===== src/rtl/prbs_mon_pkg.sv =====
`timescale 1ns/1ps
package prbs_mon_pkg;

    // Search / locked / waiting for manual restart
    typedef enum logic [1:0] {
        ST_SEARCH = 2'd0,
        ST_WAIT   = 2'd1,
        ST_LOCK   = 2'd2
    } sync_st_e;

    // Snapshot content select
    typedef enum logic [1:0] {
        SEL_PAT  = 2'd0,
        SEL_ERR  = 2'd1,
        SEL_BITS = 2'd2,
        SEL_NONE = 2'd3
    } snap_sel_e;

    // One qualified stream bit after inversion
    typedef struct packed {
        logic vld;
        logic dat;
    } qbit_t;

    // Snapshot update is requested by any of the three sources
    function automatic logic snap_request(input logic tick, input logic wr, input logic upd);
        return tick | wr | upd;
    endfunction

endpackage


===== src/rtl/prbs_mon_satcnt.sv =====
`timescale 1ns/1ps
module prbs_mon_satcnt #(
    parameter int W = 32
) (
    input  logic         clk,
    input  logic         rst,
    input  logic         clr,
    input  logic         inc,
    output logic [W-1:0] cnt
);

    always_ff @(posedge clk) begin
        if (rst) begin
            cnt <= '0;
        end else if (clr) begin
            // a new interval starts with this cycle's event
            cnt <= W'(inc);
        end else if (inc && (cnt != '1)) begin
            cnt <= cnt + 1'b1;
        end
    end

endmodule


===== src/rtl/prbs_mon_pred.sv =====
`timescale 1ns/1ps
module prbs_mon_pred
    import prbs_mon_pkg::*;
#(
    parameter  int MAX_LEN = 32,
    localparam int LEN_W   = $clog2(MAX_LEN)
) (
    input  logic               clk,
    input  logic               rst,
    input  logic               prbs_mode,
    input  logic [LEN_W-1:0]   len_m1,
    input  logic [LEN_W-1:0]   tap_m1,
    input  logic [MAX_LEN-1:0] rep_word,
    input  qbit_t              qb,
    input  logic               locked,
    input  logic               reseed,
    output logic               exp_bit,
    output logic               exp_ok
);

    logic [MAX_LEN-1:0] hist;
    logic [LEN_W:0]     seed_cnt;
    logic [LEN_W-1:0]   phase;
    logic [LEN_W:0]     len_full;
    logic               prbs_exp;
    logic               rep_exp;
    logic               seeded;

    assign len_full = {1'b0, len_m1} + (LEN_W+1)'(1);
    assign seeded   = (seed_cnt >= len_full);

    // recurrence s[n] = s[n-L] ^ s[n-T]; hist[k-1] holds s[n-k]
    assign prbs_exp = hist[len_m1] ^ hist[tap_m1];
    assign rep_exp  = rep_word[phase];

    assign exp_bit = prbs_mode ? prbs_exp : rep_exp;
    assign exp_ok  = prbs_mode ? seeded : 1'b1;

    always_ff @(posedge clk) begin
        if (rst) begin
            hist     <= '0;
            seed_cnt <= '0;
            phase    <= '0;
        end else begin
            if (qb.vld) begin
                // locked: run as a free generator so errors are not multiplied
                hist <= {hist[MAX_LEN-2:0], (locked && prbs_mode) ? prbs_exp : qb.dat};
                // repetitive: hold phase on a search mismatch to slip one bit
                if (locked || (qb.dat == rep_exp)) begin
                    phase <= (phase >= len_m1) ? '0 : phase + 1'b1;
                end
            end
            if (reseed) begin
                seed_cnt <= '0;
            end else if (qb.vld && !seeded) begin
                seed_cnt <= seed_cnt + 1'b1;
            end
        end
    end

endmodule


===== src/rtl/prbs_mon_sync.sv =====
`timescale 1ns/1ps
module prbs_mon_sync
    import prbs_mon_pkg::*;
#(
    parameter  int SYNC_RUN = 48,
    parameter  int WIN_LEN  = 48,
    parameter  int LOSS_TH  = 10,
    localparam int RUN_W    = $clog2(SYNC_RUN + 1),
    localparam int WCNT_W   = $clog2(WIN_LEN + 1)
) (
    input  logic              clk,
    input  logic              rst,
    input  logic              bit_vld,
    input  logic              chk_vld,
    input  logic              miss,
    input  logic              auto_en,
    input  logic              man_rise,
    output logic              in_sync,
    output logic              bit_err,
    output logic              err_evt,
    output logic              reseed,
    output logic [WCNT_W-1:0] win_errs
);

    sync_st_e          st;
    logic [RUN_W-1:0]  run;
    logic [WIN_LEN-1:0] win;
    logic [WCNT_W-1:0] errs_next;
    logic              lose;
    logic              run_done;

    // running window total: add the new bit, drop the one leaving
    assign errs_next = win_errs + WCNT_W'(miss) - WCNT_W'(win[WIN_LEN-1]);
    assign err_evt   = (st == ST_LOCK) && bit_vld && miss;
    assign lose      = err_evt && (errs_next > WCNT_W'(LOSS_TH));
    assign run_done  = (run == RUN_W'(SYNC_RUN - 1));
    assign reseed    = man_rise || (lose && auto_en);
    assign in_sync   = (st == ST_LOCK);

    always_ff @(posedge clk) begin
        if (rst) begin
            st       <= ST_SEARCH;
            run      <= '0;
            win      <= '0;
            win_errs <= '0;
            bit_err  <= 1'b0;
        end else begin
            bit_err <= err_evt;
            if (man_rise) begin
                st  <= ST_SEARCH;
                run <= '0;
            end else begin
                case (st)
                    ST_SEARCH: begin
                        if (chk_vld) begin
                            if (miss) begin
                                run <= '0;
                            end else if (run_done) begin
                                st       <= ST_LOCK;
                                run      <= '0;
                                win      <= '0;
                                win_errs <= '0;
                            end else begin
                                run <= run + 1'b1;
                            end
                        end
                    end
                    ST_LOCK: begin
                        if (bit_vld) begin
                            win      <= {win[WIN_LEN-2:0], miss};
                            win_errs <= errs_next;
                            if (lose) begin
                                st  <= auto_en ? ST_SEARCH : ST_WAIT;
                                run <= '0;
                            end
                        end
                    end
                    default: begin
                        // waiting for a manual restart edge
                        run <= '0;
                    end
                endcase
            end
        end
    end

endmodule


===== src/rtl/prbs_mon_snap.sv =====
`timescale 1ns/1ps
module prbs_mon_snap
    import prbs_mon_pkg::*;
#(
    parameter int CNT_W  = 32,
    parameter int SNAP_W = 32
) (
    input  logic              clk,
    input  logic              rst,
    input  qbit_t             qb,
    input  logic              err_evt,
    input  logic              trig,
    input  logic              rd,
    input  logic [1:0]        sel,
    output logic [SNAP_W-1:0] snap_data,
    output logic              xfer,
    output logic              ovr
);

    localparam int NCNT = 2;

    logic [SNAP_W-1:0] rx_word;
    logic [SNAP_W-1:0] cand;
    logic [NCNT-1:0]   incs;
    logic [CNT_W-1:0]  cnts [NCNT];

    // index 0: errors, index 1: qualified bits
    assign incs = {qb.vld, err_evt};

    generate
        for (genvar i = 0; i < NCNT; i++) begin : g_cnt
            prbs_mon_satcnt #(.W(CNT_W)) u_cnt (
                .clk (clk),
                .rst (rst),
                .clr (trig),
                .inc (incs[i]),
                .cnt (cnts[i])
            );
        end
    endgenerate

    always_comb begin
        case (snap_sel_e'(sel))
            SEL_PAT:  cand = rx_word;
            SEL_ERR:  cand = SNAP_W'(cnts[0]);
            SEL_BITS: cand = SNAP_W'(cnts[1]);
            default:  cand = '0;
        endcase
    end

    always_ff @(posedge clk) begin
        if (rst) begin
            rx_word   <= '0;
            snap_data <= '0;
            xfer      <= 1'b0;
            ovr       <= 1'b0;
        end else begin
            if (qb.vld) begin
                rx_word <= {rx_word[SNAP_W-2:0], qb.dat};
            end
            if (trig) begin
                snap_data <= cand;
            end
            if (trig) begin
                xfer <= 1'b1;
            end else if (rd) begin
                xfer <= 1'b0;
            end
            if (rd) begin
                ovr <= 1'b0;
            end
            if (trig && xfer && !rd) begin
                ovr <= 1'b1;
            end
        end
    end

endmodule


===== src/rtl/prbs_mon.sv =====
`timescale 1ns/1ps
module prbs_mon
    import prbs_mon_pkg::*;
#(
    parameter  int MAX_LEN  = 32,
    parameter  int CNT_W    = 32,
    parameter  int SNAP_W   = 32,
    parameter  int SYNC_RUN = 48,
    parameter  int WIN_LEN  = 48,
    parameter  int LOSS_TH  = 10,
    localparam int LEN_W    = $clog2(MAX_LEN),
    localparam int WCNT_W   = $clog2(WIN_LEN + 1)
) (
    input  logic               clk,
    input  logic               rst,
    input  logic               bit_valid,
    input  logic               bit_data,
    input  logic               ts_flag,
    input  logic               framed_en,
    input  logic               prbs_sel,
    input  logic               invert_en,
    input  logic [LEN_W-1:0]   len_m1,
    input  logic [LEN_W-1:0]   tap_m1,
    input  logic [MAX_LEN-1:0] pat_word,
    input  logic               auto_resync,
    input  logic               man_sync,
    input  logic [1:0]         snap_sel,
    input  logic               interval_tick,
    input  logic               snap_wr,
    input  logic               glob_upd,
    input  logic               snap_rd,
    output logic               in_sync,
    output logic               bit_err,
    output logic [SNAP_W-1:0]  snap_data,
    output logic               xfer_flag,
    output logic               ovr_flag
);

    qbit_t             qb;
    logic              man_prev;
    logic              man_rise;
    logic              exp_bit;
    logic              exp_ok;
    logic              miss;
    logic              reseed;
    logic              err_evt;
    logic              snap_trig;
    logic [WCNT_W-1:0] win_errs;

    always_comb begin
        qb.vld = bit_valid & (~framed_en | ts_flag);
        qb.dat = bit_data ^ invert_en;
    end

    assign miss      = qb.dat ^ exp_bit;
    assign man_rise  = man_sync & ~man_prev;
    assign snap_trig = snap_request(interval_tick, snap_wr, glob_upd);

    always_ff @(posedge clk) begin
        if (rst) begin
            man_prev <= 1'b0;
        end else begin
            man_prev <= man_sync;
        end
    end

    prbs_mon_pred #(.MAX_LEN(MAX_LEN)) u_pred (
        .clk       (clk),
        .rst       (rst),
        .prbs_mode (prbs_sel),
        .len_m1    (len_m1),
        .tap_m1    (tap_m1),
        .rep_word  (pat_word),
        .qb        (qb),
        .locked    (in_sync),
        .reseed    (reseed),
        .exp_bit   (exp_bit),
        .exp_ok    (exp_ok)
    );

    prbs_mon_sync #(
        .SYNC_RUN (SYNC_RUN),
        .WIN_LEN  (WIN_LEN),
        .LOSS_TH  (LOSS_TH)
    ) u_sync (
        .clk      (clk),
        .rst      (rst),
        .bit_vld  (qb.vld),
        .chk_vld  (qb.vld & exp_ok),
        .miss     (miss),
        .auto_en  (auto_resync),
        .man_rise (man_rise),
        .in_sync  (in_sync),
        .bit_err  (bit_err),
        .err_evt  (err_evt),
        .reseed   (reseed),
        .win_errs (win_errs)
    );

    prbs_mon_snap #(
        .CNT_W  (CNT_W),
        .SNAP_W (SNAP_W)
    ) u_snap (
        .clk       (clk),
        .rst       (rst),
        .qb        (qb),
        .err_evt   (err_evt),
        .trig      (snap_trig),
        .rd        (snap_rd),
        .sel       (snap_sel),
        .snap_data (snap_data),
        .xfer      (xfer_flag),
        .ovr       (ovr_flag)
    );

endmodule


===== config.mk =====
export PLATFORM = sky130hd
export DESIGN_NAME = prbs_mon
export DESIGN_NICKNAME = d
export VERILOG_FILES = /design/src/rtl/prbs_mon_pkg.sv /design/src/rtl/prbs_mon_satcnt.sv /design/src/rtl/prbs_mon_pred.sv /design/src/rtl/prbs_mon_sync.sv /design/src/rtl/prbs_mon_snap.sv /design/src/rtl/prbs_mon.sv
export SDC_FILE = /design/constraint.sdc
export NUM_CORES = 1
export LEC_CHECK = 0
export BUFFER_PORTS_ARGS = -buffer_cell sky130_fd_sc_hd__clkbuf_2
export CORE_MARGIN = 10
export CORE_UTILIZATION = 46
export CTS_BUF_LIST = sky130_fd_sc_hd__clkbuf_8
export DETAILED_ROUTE_END_ITERATION = 10
export GPL_TIMING_DRIVEN = 0
export PLACE_DENSITY = 0.65
export SLEW_MARGIN = 5
export SYNTH_ARGS = -nofsm -noshare
export SYNTH_HDL_FRONTEND = slang
export SYNTH_SLANG_ARGS = --single-unit
export TNS_END_PERCENT = 10

===== constraint.sdc =====
create_clock -name clk -period 5.5 [get_ports clk]
set_input_delay 0.55 -clock clk [delete_from_list [all_inputs] [get_ports clk]]
set_output_delay 0.55 -clock clk [all_outputs]
set_load 0.01 [all_outputs]

==> qor.txt, run 1 <==
STA
-------------------------------------------------------------------------------------
Hold violation total from the final report .............................            0
Max-slew headroom ......................................................       26.71%
Total of endpoints with negative setup slack in the final report .......            0
Min cycle time layout ..................................................     5.200 ns
Fraction of the cycle the final worst path needs .......................       94.54%
Unrepaired setup endpoints after global routing ........................        false
Transition at the pin with the smallest max-transition slack ...........     1.091 ns
Total negative slack for setup checks ..................................         0 ns
Post-Route Skew ........................................................   0.01813 ns
Fin Hold WS ............................................................    0.1768 ns
Number of max-slew violations in the final report ......................            0
Achievable Freq ........................................................    192.3 MHz

YOSYS
-------------------------------------------------------------------------------------
Fraction of synthesized cell area taken by the top area cell type ......       40.21%
Async SR Flop Fraction .................................................           0%
Synth Net Count ........................................................        1,482
Top flip-flop cell by instance count after synthesis ...................      dfxtp_1
Avg Cell Area, Syn .....................................................    8.428 µm²
Count of unique library cells instantiated by Yosys ....................           71
Post-synthesis instance area ...........................................  0.01180 mm²
Largest area contributor in the synthesized netlist ....................      dfxtp_1
Number of enable-type register cells in the synthesized netlist ........            0
Cells taking the most area after synthesis ............................. dfxtp_1 (40%), a21oi_1 (9.2%), nand2_1 (6.6%)
Syn. warnings ..........................................................            0
Register bit total from synthesis ......................................          237
Fraction of the yosys area taken by sequential cells ...................       40.21%
Instance count of the mapped netlist ...................................        1,400

RUN STATUS
-------------------------------------------------------------------------------------
Result of the run ...................................................... finished, final reports clean

CRITICAL PATH
-------------------------------------------------------------------------------------
Data arrival time at the worst-slack endpoint ..........................      5.63 ns
Critical Path End Type .................................................     register
Startpoint type of the worst setup path ................................     register
Critical path class ....................................................      reg2reg
Largest fanout on the critical path ....................................           10
Critical path data required time .......................................      5.93 ns

POWER AND IR DROP
-------------------------------------------------------------------------------------
Power Density .......................................................... 264.1 mW/mm²
VDD IR max .............................................................    0.1578 mV
Switching power as a share of total power ..............................       25.33%
Leakage power of the design ............................................     4.815 nW
Share of power burned in the clock network .............................        43.7%
Overall power of the completed layout ..................................     3.563 mW
Internal portion of total power ........................................     2.660 mW
Part of the power in combinational logic ...............................         7.8%
P_sw ...................................................................     902.3 µW
Part of the total power dissipated in sequential elements ..............        48.6%

PLACED DESIGN
-------------------------------------------------------------------------------------
Instance area after placement ..........................................  0.01266 mm²
Gp weighted congestion .................................................       0.8889
Number of input and output port buffers inserted .......................           89
HPWL Detailed ..........................................................    23,490 µm

DRT
-------------------------------------------------------------------------------------
Met3 WL post-DR ........................................................      2167 µm
Number of vias in the routed layout ....................................       10,860
Post-route met1 wirelength .............................................    14,990 µm
Antenna violation net count after detailed routing .....................            0
Count of routing violations after the opening detailed-route iteration .          767
First-pass iteration count of the detailed router ......................            5
Highest layer used for signal routing ..................................         met4
Routed wire per std cell ...............................................     16.86 µm
Vias/cell ..............................................................        5.737
Routed met2 length .....................................................    14,020 µm
Post-detailed-routing wire length ......................................    31,910 µm
Number of DRC violations after detailed routing ........................            0

FLOORPLAN
-------------------------------------------------------------------------------------
Standard-cell row count ................................................           58
Die Wd .................................................................     180.2 µm
Die boundary height ....................................................     180.2 µm
Core area ..............................................................  0.02518 mm²
I/O pin cnt ............................................................           94
Floorplan die area .....................................................  0.03246 mm²
Initial core utilization ...............................................       46.85%

CELLS AND AREA
-------------------------------------------------------------------------------------
Proportion of layout cells with a drive suffix above 1 .................       13.31%
Final net count ........................................................        1,618
Final core utilization .................................................       53.58%
Count of antenna diodes in the layout ..................................            0
Signed area change from the synthesized netlist to the final layout ....       14.35%
Commonest cells after routing, fill and taps aside ..................... dfxtp_1 (237), a21oi_1 (216), nand2_1 (207)
Most common cell after layout, fill and taps aside .....................      dfxtp_1
Final standard cell area without fillers ...............................  0.01349 mm²
Layout fillers .........................................................        2,410

CLOCK NETWORK
-------------------------------------------------------------------------------------
Clock latency of the later-clocked register in the worst-skew pair .....      0.55 ns
Clock Root Buffer ......................................................     clkbuf_8
Clock tree buffer depth ................................................            3
Clock tree from TritonCTS ..............................................          yes
Clock slew at reported path FFs ........................................      0.06 ns
Num CTS Buffers ........................................................           42
Number of sinks driven by the clock tree ...............................          237
H-tree level count .....................................................            2

GLOBAL ROUTE
-------------------------------------------------------------------------------------
Overall track demand over capacity in global routing ...................       18.92%
Vias in the first global route .........................................       10,280
Pin count of the biggest net entering global routing ...................           11
Global-route wire length before repair .................................    52,580 µm
Remaining global-route overflow ........................................            0
Number of antenna violations at the first check in global routing ......            0

JOB
-------------------------------------------------------------------------------------
Number of max-cap violations ...........................................            0

HOLD PATH
-------------------------------------------------------------------------------------
Hold WC Path Type ......................................................       in2reg

through the flow:
step | setup slack (ns) | instances
after global placement | -0.7894 | 1819
final | 0.3002 | 1893
after CTS | 0.02487 | 1891
after detailed placement | -0.2456 | 1820
after global routing | 0.009831 | 1893
after floorplan | 0.3763 | 1400
cell usage after synthesis, types with 26 or more instances:
| library cell | count |
|---|---|
| dfxtp_1 | 237 |
| a21oi_1 | 217 |
| nand2_1 | 207 |
| clkbuf_1 | 77 |
| a211oi_1 | 59 |
| nor2_1 | 56 |
| mux2i_1 | 54 |
| o21ai_0 | 51 |
| a22o_1 | 34 |
| nand3_1 | 31 |
| or4_1 | 29 |
| o31ai_1 | 26 |
power groups by stage:
stage	clock network [mW]	logic, mW	registers [mW]
floorplan	0	0.186	1.77
global placement	0	0.264	1.77
detailed placement	0	0.266	1.77
CTS	1.59	0.268	1.73
global route	1.67	0.307	1.73
finish	1.56	0.277	1.73
cell families (layout without fill, tap and decap cells):
family | Yosys count | count (layout) | share of synthesized area, %
AO/OA/AOI/OAI | 445 | 445 | 23.30
adder cells (fa/ha/maj) | 24 | 24 | 2.609
AND/OR/NAND/NOR | 452 | 452 | 18.84
multiplexers | 78 | 78 | 7.476
XOR/XNOR | 40 | 40 | 3.213
buffers and inverters | 124 | 287 | 4.348
flip-flops | 237 | 237 | 40.21
per-layer routing:
layer / vias to the layer above / global-route usage (%)
met5: - / 0
li1: 5410 / -
met4: 0 / 5.840
met2: 319 / 29.60
met3: 54 / 4.779
met1: 5077 / 25.08
cell type report:
| class | instances | area [µm²] | share of cell area, % |
|---|---|---|---|
| Multi-Input combinational cell | 1039 | 6560 | 48.62 |
| Sequential cell | 237 | 4745 | 35.17 |
| Clock buffer | 51 | 701.9 | 5.203 |
| Timing Repair Buffer | 92 | 465.4 | 3.450 |
| Buffer | 100 | 427.9 | 3.172 |
| Tap cell | 330 | 412.9 | 3.060 |
| Inverter | 24 | 90.09 | 0.6677 |
| Clock inverter | 20 | 88.84 | 0.6584 |
worst paths after layout:
| path | startpoint | slack, ns | cells after the start | to |
|---|---|---|---|---|
| worst min register to register | u_snap.rx_word[4] | 0.46 | 2 | u_snap.rx_word[5] |
| worst min-delay path | snap_rd | 0.18 | 2 | u_snap.ovr |
| worst max register to register | u_pred.phase[1] | 0.30 | 22 | u_sync.run[4] |
| worst max-delay path | u_pred.phase[1] | 0.30 | 22 | u_sync.run[4] |
sequential cells by signal, summed over array words and instances (netlist names), 2 cells and up:
signal and count:
u_snap.g_cnt.u_cnt.cnt 64, u_sync.win 48, u_pred.hist 32, u_snap.rx_word 32, u_snap.snap_data 32, u_pred.seed_cnt 6
u_sync.run 6, u_sync.win_errs 6, u_pred.phase 5, u_sync.st 2
worst max-delay path: stages (launching register included):
cell and delay, ns:
dfxtp_1 0.37, buf_4 0.19, buf_4 0.19, mux2_2 0.34, o221ai_1 0.18, o22ai_1 0.15
nor3_2 0.30, xnor2_2 0.18, nor2_2 0.10, a21oi_2 0.20, inv_1 0.09, ha_1 0.24
fa_1 0.41, a21o_1 0.17, a21oi_1 0.16, xnor2_1 0.19, a2111oi_1 0.10, buf_2 0.18
or4_1 0.48, a31oi_2 0.24, a311oi_2 0.11, a41o_1 0.26, a22o_1 0.23
timing repair:
item,CTS,global route
buffers inserted,0,2
setup endpoints to repair,0,6
resized for setup,0,7
hold buffers,0,0
endpoints found under the hold margin,0,0
No activity file was read; power rests on OpenSTA's default activity.
==> run 2: changes to the inputs <==
--- a/config.mk
+++ b/config.mk
@@ -12,6 +12,7 @@
 export DETAILED_ROUTE_END_ITERATION = 10
 export GPL_TIMING_DRIVEN = 0
 export PLACE_DENSITY = 0.65
+export RECOVER_POWER = 50
 export SLEW_MARGIN = 5
 export SYNTH_ARGS = -nofsm -noshare
 export SYNTH_HDL_FRONTEND = slang
==> qor.txt, run 2 (same netlist as run 1, synthesis figures left out) <==
GLOBAL ROUTE
-------------------------------------------------------------------------------------
Pin count of the biggest net entering global routing ...................           11   unchanged
Number of antenna violations at the first check in global routing ......            0   unchanged
Remaining global-route overflow ........................................            0   unchanged
Vias in the first global route .........................................       10,280   unchanged
Global-route wire length before repair .................................    52,580 µm   unchanged
Overall track demand over capacity in global routing ...................       18.92%   unchanged

CELLS AND AREA
-------------------------------------------------------------------------------------
Proportion of layout cells with a drive suffix above 1 .................       10.94%   -2.4 points
Max reg flops ..........................................................           64   unchanged
Biggest regs ........................................................... u_snap.g_cnt.u_cnt.cnt: 64 flops, u_sync.win: 48 flops
Final core utilization .................................................       53.39%   -0.18 points
Layout fillers .........................................................        2,439   +1.2%
Commonest cells after routing, fill and taps aside ..................... dfxtp_1 (237), a21oi_1 (216), nand2_1 (207)
Count of antenna diodes in the layout ..................................            0   unchanged
Largest Register ....................................................... u_snap.g_cnt.u_cnt.cnt
Finished Layout Cells ..................................................        1,893   unchanged
Final standard cell area without fillers ...............................  0.01345 mm²   -0.34%
Most common cell after layout, fill and taps aside .....................      dfxtp_1
Final net count ........................................................        1,618   unchanged
Signed area change from the synthesized netlist to the final layout ....       13.96%

STA
-------------------------------------------------------------------------------------
Total of endpoints with negative setup slack in the final report .......            0   unchanged
Hold violation total from the final report .............................            0   unchanged
Number of max-slew violations in the final report ......................            0   unchanged
Unrepaired setup endpoints after global routing ........................        false
Achievable Freq ........................................................    193.4 MHz   +0.57%
Fraction of the cycle the final worst path needs .......................       94.01%   -0.53 points
Max-slew headroom ......................................................       11.72%   -15 points
Min cycle time layout ..................................................     5.171 ns   -0.02922 ns
Post-Route Skew ........................................................   0.01912 ns   +0.0009876 ns
Transition at the pin with the smallest max-transition slack ...........     1.310 ns   +0.2194 ns
Final setup slack of the worst path ....................................    0.3295 ns   +0.02922 ns

CLOCK NETWORK
-------------------------------------------------------------------------------------
Num CTS Buffers ........................................................           42   unchanged
Clock tree from TritonCTS ..............................................          yes
Clock latency of the later-clocked register in the worst-skew pair .....      0.55 ns   about the same
Clock slew at reported path FFs ........................................      0.06 ns   about the same
Number of hold buffers added after CTS .................................            0   unchanged
Clock Root Buffer ......................................................     clkbuf_8
Number of sinks driven by the clock tree ...............................          237   unchanged
H-tree level count .....................................................            2   unchanged
Clock tree buffer depth ................................................            3   unchanged

JOB
-------------------------------------------------------------------------------------
Number of max-cap violations ...........................................            0   unchanged

POWER AND IR DROP
-------------------------------------------------------------------------------------
VDD IR max .............................................................    0.1579 mV   about the same
Overall power of the completed layout ..................................     3.562 mW   about the same
Power Density .......................................................... 264.9 mW/mm²   +0.32%
Leakage power of the design ............................................     4.688 nW   -2.6%

CRITICAL PATH
-------------------------------------------------------------------------------------
Slowest Stage Delay on Critical Path ...................................      0.48 ns   about the same
Critical R2R Launch .................................................... u_pred.phase[1]
Critical Path End Type .................................................     register
Most numerous cell on the critical path ................................        buf_4
Slowest cell on the critical path ......................................        or4_1
Largest fanout on the critical path ....................................           10   unchanged
Startpoint type of the worst setup path ................................     register
Data arrival time at the worst-slack endpoint ..........................      5.59 ns   -0.04 ns
Chain of cells forming the critical path ............................... buf_4 -> buf_4 -> mux2_2 -> o221ai_1 -> o22ai_1 -> nor3_2 -> xnor2_2 -> nor2_2 -> a21oi_2 -> inv_1 -> ha_1 -> fa_1 -> a21o_1 -> a21oi_1 -> xnor2_1 -> a2111oi_1 -> buf_2 -> or4_1 -> a31oi_2 -> a311oi_2 -> a41o_1 -> a22o_1
Critical path class ....................................................      reg2reg
Source of the critical timing path ..................................... u_pred.phase[1]
Critical path data required time .......................................      5.92 ns   about the same

DRT
-------------------------------------------------------------------------------------
Antenna violation net count after detailed routing .....................            0   unchanged
Post-detailed-routing wire length ......................................    31,940 µm   about the same
Number of vias in the routed layout ....................................       10,900   +0.34%
Count of routing violations after the opening detailed-route iteration .          777   +1.3%
Number of DRC violations after detailed routing ........................            0   unchanged
Vias/cell ..............................................................        5.756   +0.34%
First-pass iteration count of the detailed router ......................            6   +1
Routed wire per std cell ...............................................     16.87 µm   about the same

FLOORPLAN
-------------------------------------------------------------------------------------
Initial core utilization ...............................................       46.85%   unchanged
Standard-cell row count ................................................           58   unchanged
I/O pin cnt ............................................................           94   unchanged
Floorplan die area .....................................................  0.03246 mm²   unchanged
Core area ..............................................................  0.02518 mm²   unchanged
Die Wd .................................................................     180.2 µm   unchanged
Die boundary height ....................................................     180.2 µm   unchanged

PLACED DESIGN
-------------------------------------------------------------------------------------
Gp weighted congestion .................................................       0.8889   unchanged
Worst setup slack before clock tree synthesis ..........................   -0.2456 ns   unchanged
Number of input and output port buffers inserted .......................           89   unchanged
Inst Count DP ..........................................................        1,820   unchanged
Instance area after placement ..........................................  0.01266 mm²   unchanged
HPWL Detailed ..........................................................    23,490 µm   unchanged

HOLD PATH
-------------------------------------------------------------------------------------
Hold path startpoint ...................................................      snap_rd
Hold WC Path Type ......................................................       in2reg

RUN STATUS
-------------------------------------------------------------------------------------
Result of the run ...................................................... finished, final reports clean

[run 2: changes by cell type in the layout (fill, tap and decap cells not counted), sizes merged]
cell | before | now
buf | 24 | 18
clkbuf | 219 | 225
[run 2: layout make-up]
type,instances,area [µm²],area share (%)
clock buffer,51,701.9,5.221
multi-input combinational,1039,6560,48.79
sequential,237,4745,35.29
tap,330,412.9,3.071
inverter,24,90.09,0.6700
clock inverter,20,88.84,0.6607
buffer,100,427.9,3.183
timing repair buffer,92,419.2,3.117
[run 2: critical path: cells and delay by family (launching register included)]
family | cells | cell delay [ns]
buffers and inverters | 4 | 0.65
AO/OA/AOI/OAI | 10 | 1.78
XOR/XNOR | 2 | 0.37
multiplexers | 1 | 0.34
AND/OR/NAND/NOR | 3 | 0.87
flip-flops | 1 | 0.37
adder cells (fa/ha/maj) | 2 | 0.65
[run 2: worst paths after layout]
path                             to  slack (ns)  cells past startpoint
hold reg to reg   u_snap.rx_word[5]        0.46                      2
hold / removal           u_snap.ovr        0.18                      2
setup reg to reg      u_sync.run[4]        0.33                     22
setup / recovery      u_sync.run[4]        0.33                     22
[run 2: timing repair]
item	4_1_cts	5_1_grt
buffers inserted	0	2
gates resized for setup	0	7
endpoints found under the setup margin	0	6
[run 2: through the flow]
stage	TNS (ns)	hold slack (ns)
final	0	0.1795
after global routing	0	0.1628
after CTS	0	0.1515
after detailed placement	-0.7185	0.4561
after global placement	-6.592	0.4525
after floorplan	0	0.4357
[run 2: metal layers]
| layer | wire length (µm) | track usage [%] |
|---|---|---|
| met1 | 15140 | 25.08 |
| met5 | 0 | 0 |
| met4 | 718 | 5.840 |
| met3 | 2087 | 4.779 |
| met2 | 14000 | 29.60 |
[run 2: where the power goes]
part / switching, mW / internal [mW]
Combinational: 0.174 / 0.103
Clock: 0.721 / 0.834
Sequential: 0.00630 / 1.72
==> run 3: changes to the inputs <==
--- a/config.mk
+++ b/config.mk
@@ -7,11 +7,10 @@
 export LEC_CHECK = 0
 export BUFFER_PORTS_ARGS = -buffer_cell sky130_fd_sc_hd__clkbuf_2
 export CORE_MARGIN = 10
-export CORE_UTILIZATION = 46
-export CTS_BUF_LIST = sky130_fd_sc_hd__clkbuf_8
+export CORE_UTILIZATION = 60
 export DETAILED_ROUTE_END_ITERATION = 10
 export GPL_TIMING_DRIVEN = 0
-export PLACE_DENSITY = 0.65
+export PLACE_DENSITY = 0.81
 export RECOVER_POWER = 50
 export SLEW_MARGIN = 5
 export SYNTH_ARGS = -nofsm -noshare
==> constraint.sdc (replaced) <==
create_clock -name clk -period 5.2 [get_ports clk]
set_input_delay 0.52 -clock clk [delete_from_list [all_inputs] [get_ports clk]]
set_output_delay 0.52 -clock clk [all_outputs]
set_load 0.01 [all_outputs]
==> qor.txt, run 3 (same netlist as run 1, synthesis figures left out) <==
CRITICAL PATH
-------------------------------------------------------------------------------------
Critical Path End Type .................................................     register
Startpoint type of the worst setup path ................................     register
Critical path class ....................................................      reg2reg
Data arrival time at the worst-slack endpoint ..........................      5.41 ns   -0.18 ns
Critical path data required time .......................................      5.62 ns   -0.30 ns
Largest fanout on the critical path ....................................            6   -4

STA
-------------------------------------------------------------------------------------
Fraction of the cycle the final worst path needs .......................       96.09%   +2.1 points
Post-Route Skew ........................................................   0.01368 ns   -0.005435 ns
Max-slew headroom ......................................................       18.97%   +7.3 points
Transition at the pin with the smallest max-transition slack ...........     1.203 ns   -0.1076 ns
Fin Hold WS ............................................................    0.1615 ns   -0.01797 ns
Min cycle time layout ..................................................     4.997 ns   -0.1740 ns
Hold violation total from the final report .............................            0   unchanged
Number of max-slew violations in the final report ......................            0   unchanged
Total of endpoints with negative setup slack in the final report .......            0   unchanged
Achievable Freq ........................................................    200.1 MHz   +3.5%

PLACED DESIGN
-------------------------------------------------------------------------------------
Number of input and output port buffers inserted .......................           89   unchanged
HPWL Detailed ..........................................................    23,030 µm   -2.0%
Gp weighted congestion .................................................       0.9059   +1.9%

GLOBAL ROUTE
-------------------------------------------------------------------------------------
Vias in the first global route .........................................       10,720   +4.3%
Remaining global-route overflow ........................................            0   unchanged
Overall track demand over capacity in global routing ...................       23.97%   +5.0 points
Global-route wire length before repair .................................    53,150 µm   +1.1%
Pin count of the biggest net entering global routing ...................           14   +3
Number of antenna violations at the first check in global routing ......            0   unchanged

FLOORPLAN
-------------------------------------------------------------------------------------
Standard-cell row count ................................................           51   -12%
Die Wd .................................................................     160.2 µm   -11%
Initial core utilization ...............................................       60.82%   +14 points
Floorplan die area .....................................................  0.02567 mm²   -21%
I/O pin cnt ............................................................           94   unchanged
Die boundary height ....................................................     160.2 µm   -11%
Core area ..............................................................  0.01940 mm²   -23%

CELLS AND AREA
-------------------------------------------------------------------------------------
Commonest cells after routing, fill and taps aside ..................... dfxtp_1 (236), a21oi_1 (215), nand2_1 (207)
Count of antenna diodes in the layout ..................................            0   unchanged
Proportion of layout cells with a drive suffix above 1 .................       10.60%   -0.34 points
Max reg flops ..........................................................           64   unchanged
Biggest regs ........................................................... u_snap.g_cnt.u_cnt.cnt: 64 flops, u_sync.win: 48 flops
Final net count ........................................................        1,601   -1.1%
Most common cell after layout, fill and taps aside .....................      dfxtp_1
Largest Register ....................................................... u_snap.g_cnt.u_cnt.cnt
Signed area change from the synthesized netlist to the final layout ....       15.06%

DRT
-------------------------------------------------------------------------------------
Number of DRC violations after detailed routing ........................            0   unchanged
Post-detailed-routing wire length ......................................    31,990 µm   +0.16%
Number of vias in the routed layout ....................................       11,130   +2.2%
Count of routing violations after the opening detailed-route iteration .          934   +20%
First-pass iteration count of the detailed router ......................            6   unchanged
Routed wire per std cell ...............................................     17.74 µm   +5.2%
Antenna violation net count after detailed routing .....................            0   unchanged
Vias/cell ..............................................................        6.174   +7.3%

CLOCK NETWORK
-------------------------------------------------------------------------------------
Number of sinks driven by the clock tree ...............................          237   unchanged
Num CTS Buffers ........................................................           26   -38%
Clock tree buffer depth ................................................            3   unchanged
Number of hold buffers added after CTS .................................            0   unchanged
Clock tree from TritonCTS ..............................................          yes
Clock Root Buffer ......................................................    clkbuf_16
Clock slew at reported path FFs ........................................      0.06 ns   about the same
Clock latency of the later-clocked register in the worst-skew pair .....      0.53 ns   -0.02 ns
H-tree level count .....................................................            1   -1

POWER AND IR DROP
-------------------------------------------------------------------------------------
VDD IR max .............................................................    0.2232 mV   +41%
Power Density .......................................................... 308.5 mW/mm²   +16%
Overall power of the completed layout ..................................     4.189 mW   +18%
Leakage power of the design ............................................     4.734 nW   +0.97%

HOLD PATH
-------------------------------------------------------------------------------------
Hold WC Path Type ......................................................       in2reg

JOB
-------------------------------------------------------------------------------------
Number of max-cap violations ...........................................            0   unchanged

RUN STATUS
-------------------------------------------------------------------------------------
Result of the run ...................................................... finished, final reports clean

run 3: cell count changes in the layout (fill, tap and decap cells not counted), moves of 2 or more:
cell / previous run / this run
clkbuf_16: 0 / 27
inv_1: 36 / 23
bufinv_16: 0 / 6
clkinv_2: 5 / 7
clkbuf_8: 51 / 5
clkinvlp_4: 2 / 0
run 3: cell type report:
cell class / count / area [µm²]
clock inverters: 14 / 224.0
fillers: 1590 / 5823
inverters: 24 / 90.09
multi-input cells: 1039 / 6589
plain buffers: 99 / 425.4
well taps: 265 / 331.6
clock buffers: 33 / 748.2
flip-flops and latches: 237 / 4746
repair buffers: 92 / 421.7
run 3: final timing paths:
check,startpoint,end,slack (ns),cells past startpoint
setup / recovery,u_pred.hist[7],u_sync.run[4],0.20,18
hold reg to reg,u_snap.rx_word[6],u_snap.rx_word[7],0.47,2
hold / removal,snap_rd,u_snap.ovr,0.16,2
setup reg to reg,u_pred.hist[7],u_sync.run[4],0.20,18
run 3: metal layers:
layer | global-route usage (%) | up-vias | wire length, µm
met2 | 39.23 | 447 | 14780
met3 | 4.602 | 75 | 2446
met5 | 0 | - | 0
li1 | - | 5357 | -
met1 | 31.07 | 5253 | 13880
met4 | 7.888 | 0 | 882
run 3: timing repair:
action | 4_1_cts | 5_1_grt
gates resized for setup | 3 | 11
buffers inserted | 0 | 3
endpoints found under the setup margin | 7 | 6
endpoints found under the hold margin | 0 | 0
pin swaps | 0 | 2
run 3: worst max-delay path: stages (launching register included):
cell,delay [ns]
dfxtp_1,0.34
mux4_2,0.49
nor2_1,0.17
nor4_2,0.08
nor4_4,0.40
xnor3_1,0.46
a21oi_2,0.23
inv_1,0.09
ha_1,0.24
fa_1,0.41
a21o_1,0.18
a21oi_2,0.17
xnor2_2,0.18
a2111oi_4,0.10
or4_1,0.51
a31oi_2,0.24
a311oi_2,0.10
a41o_1,0.26
a22o_1,0.23
run 3: stage by stage:
step	worst slack [ns]	util [%]	cells	TNS, ns	cell area, µm²
finish	0.2035	69.98	1803	0	13580
global route	-0.05146	69.98	1803	-0.07824	13580
CTS	0.05214	69.90	1801	0	13560
detailed placement	-0.7373	64.83	1754	-5.525	12580
global placement	-0.9869	64.83	1754	-9.045	12580
floorplan	0.1063	-	1400	0	11800
run 3: where the power goes:
part / internal [mW] / leakage [nW] / switching (mW)
logic: 0.109 / 2.34 / 0.186
registers: 1.82 / 1.91 / 0.00639
clock network: 1.31 / 0.486 / 0.754
total: 3.24 / 4.73 / 0.946
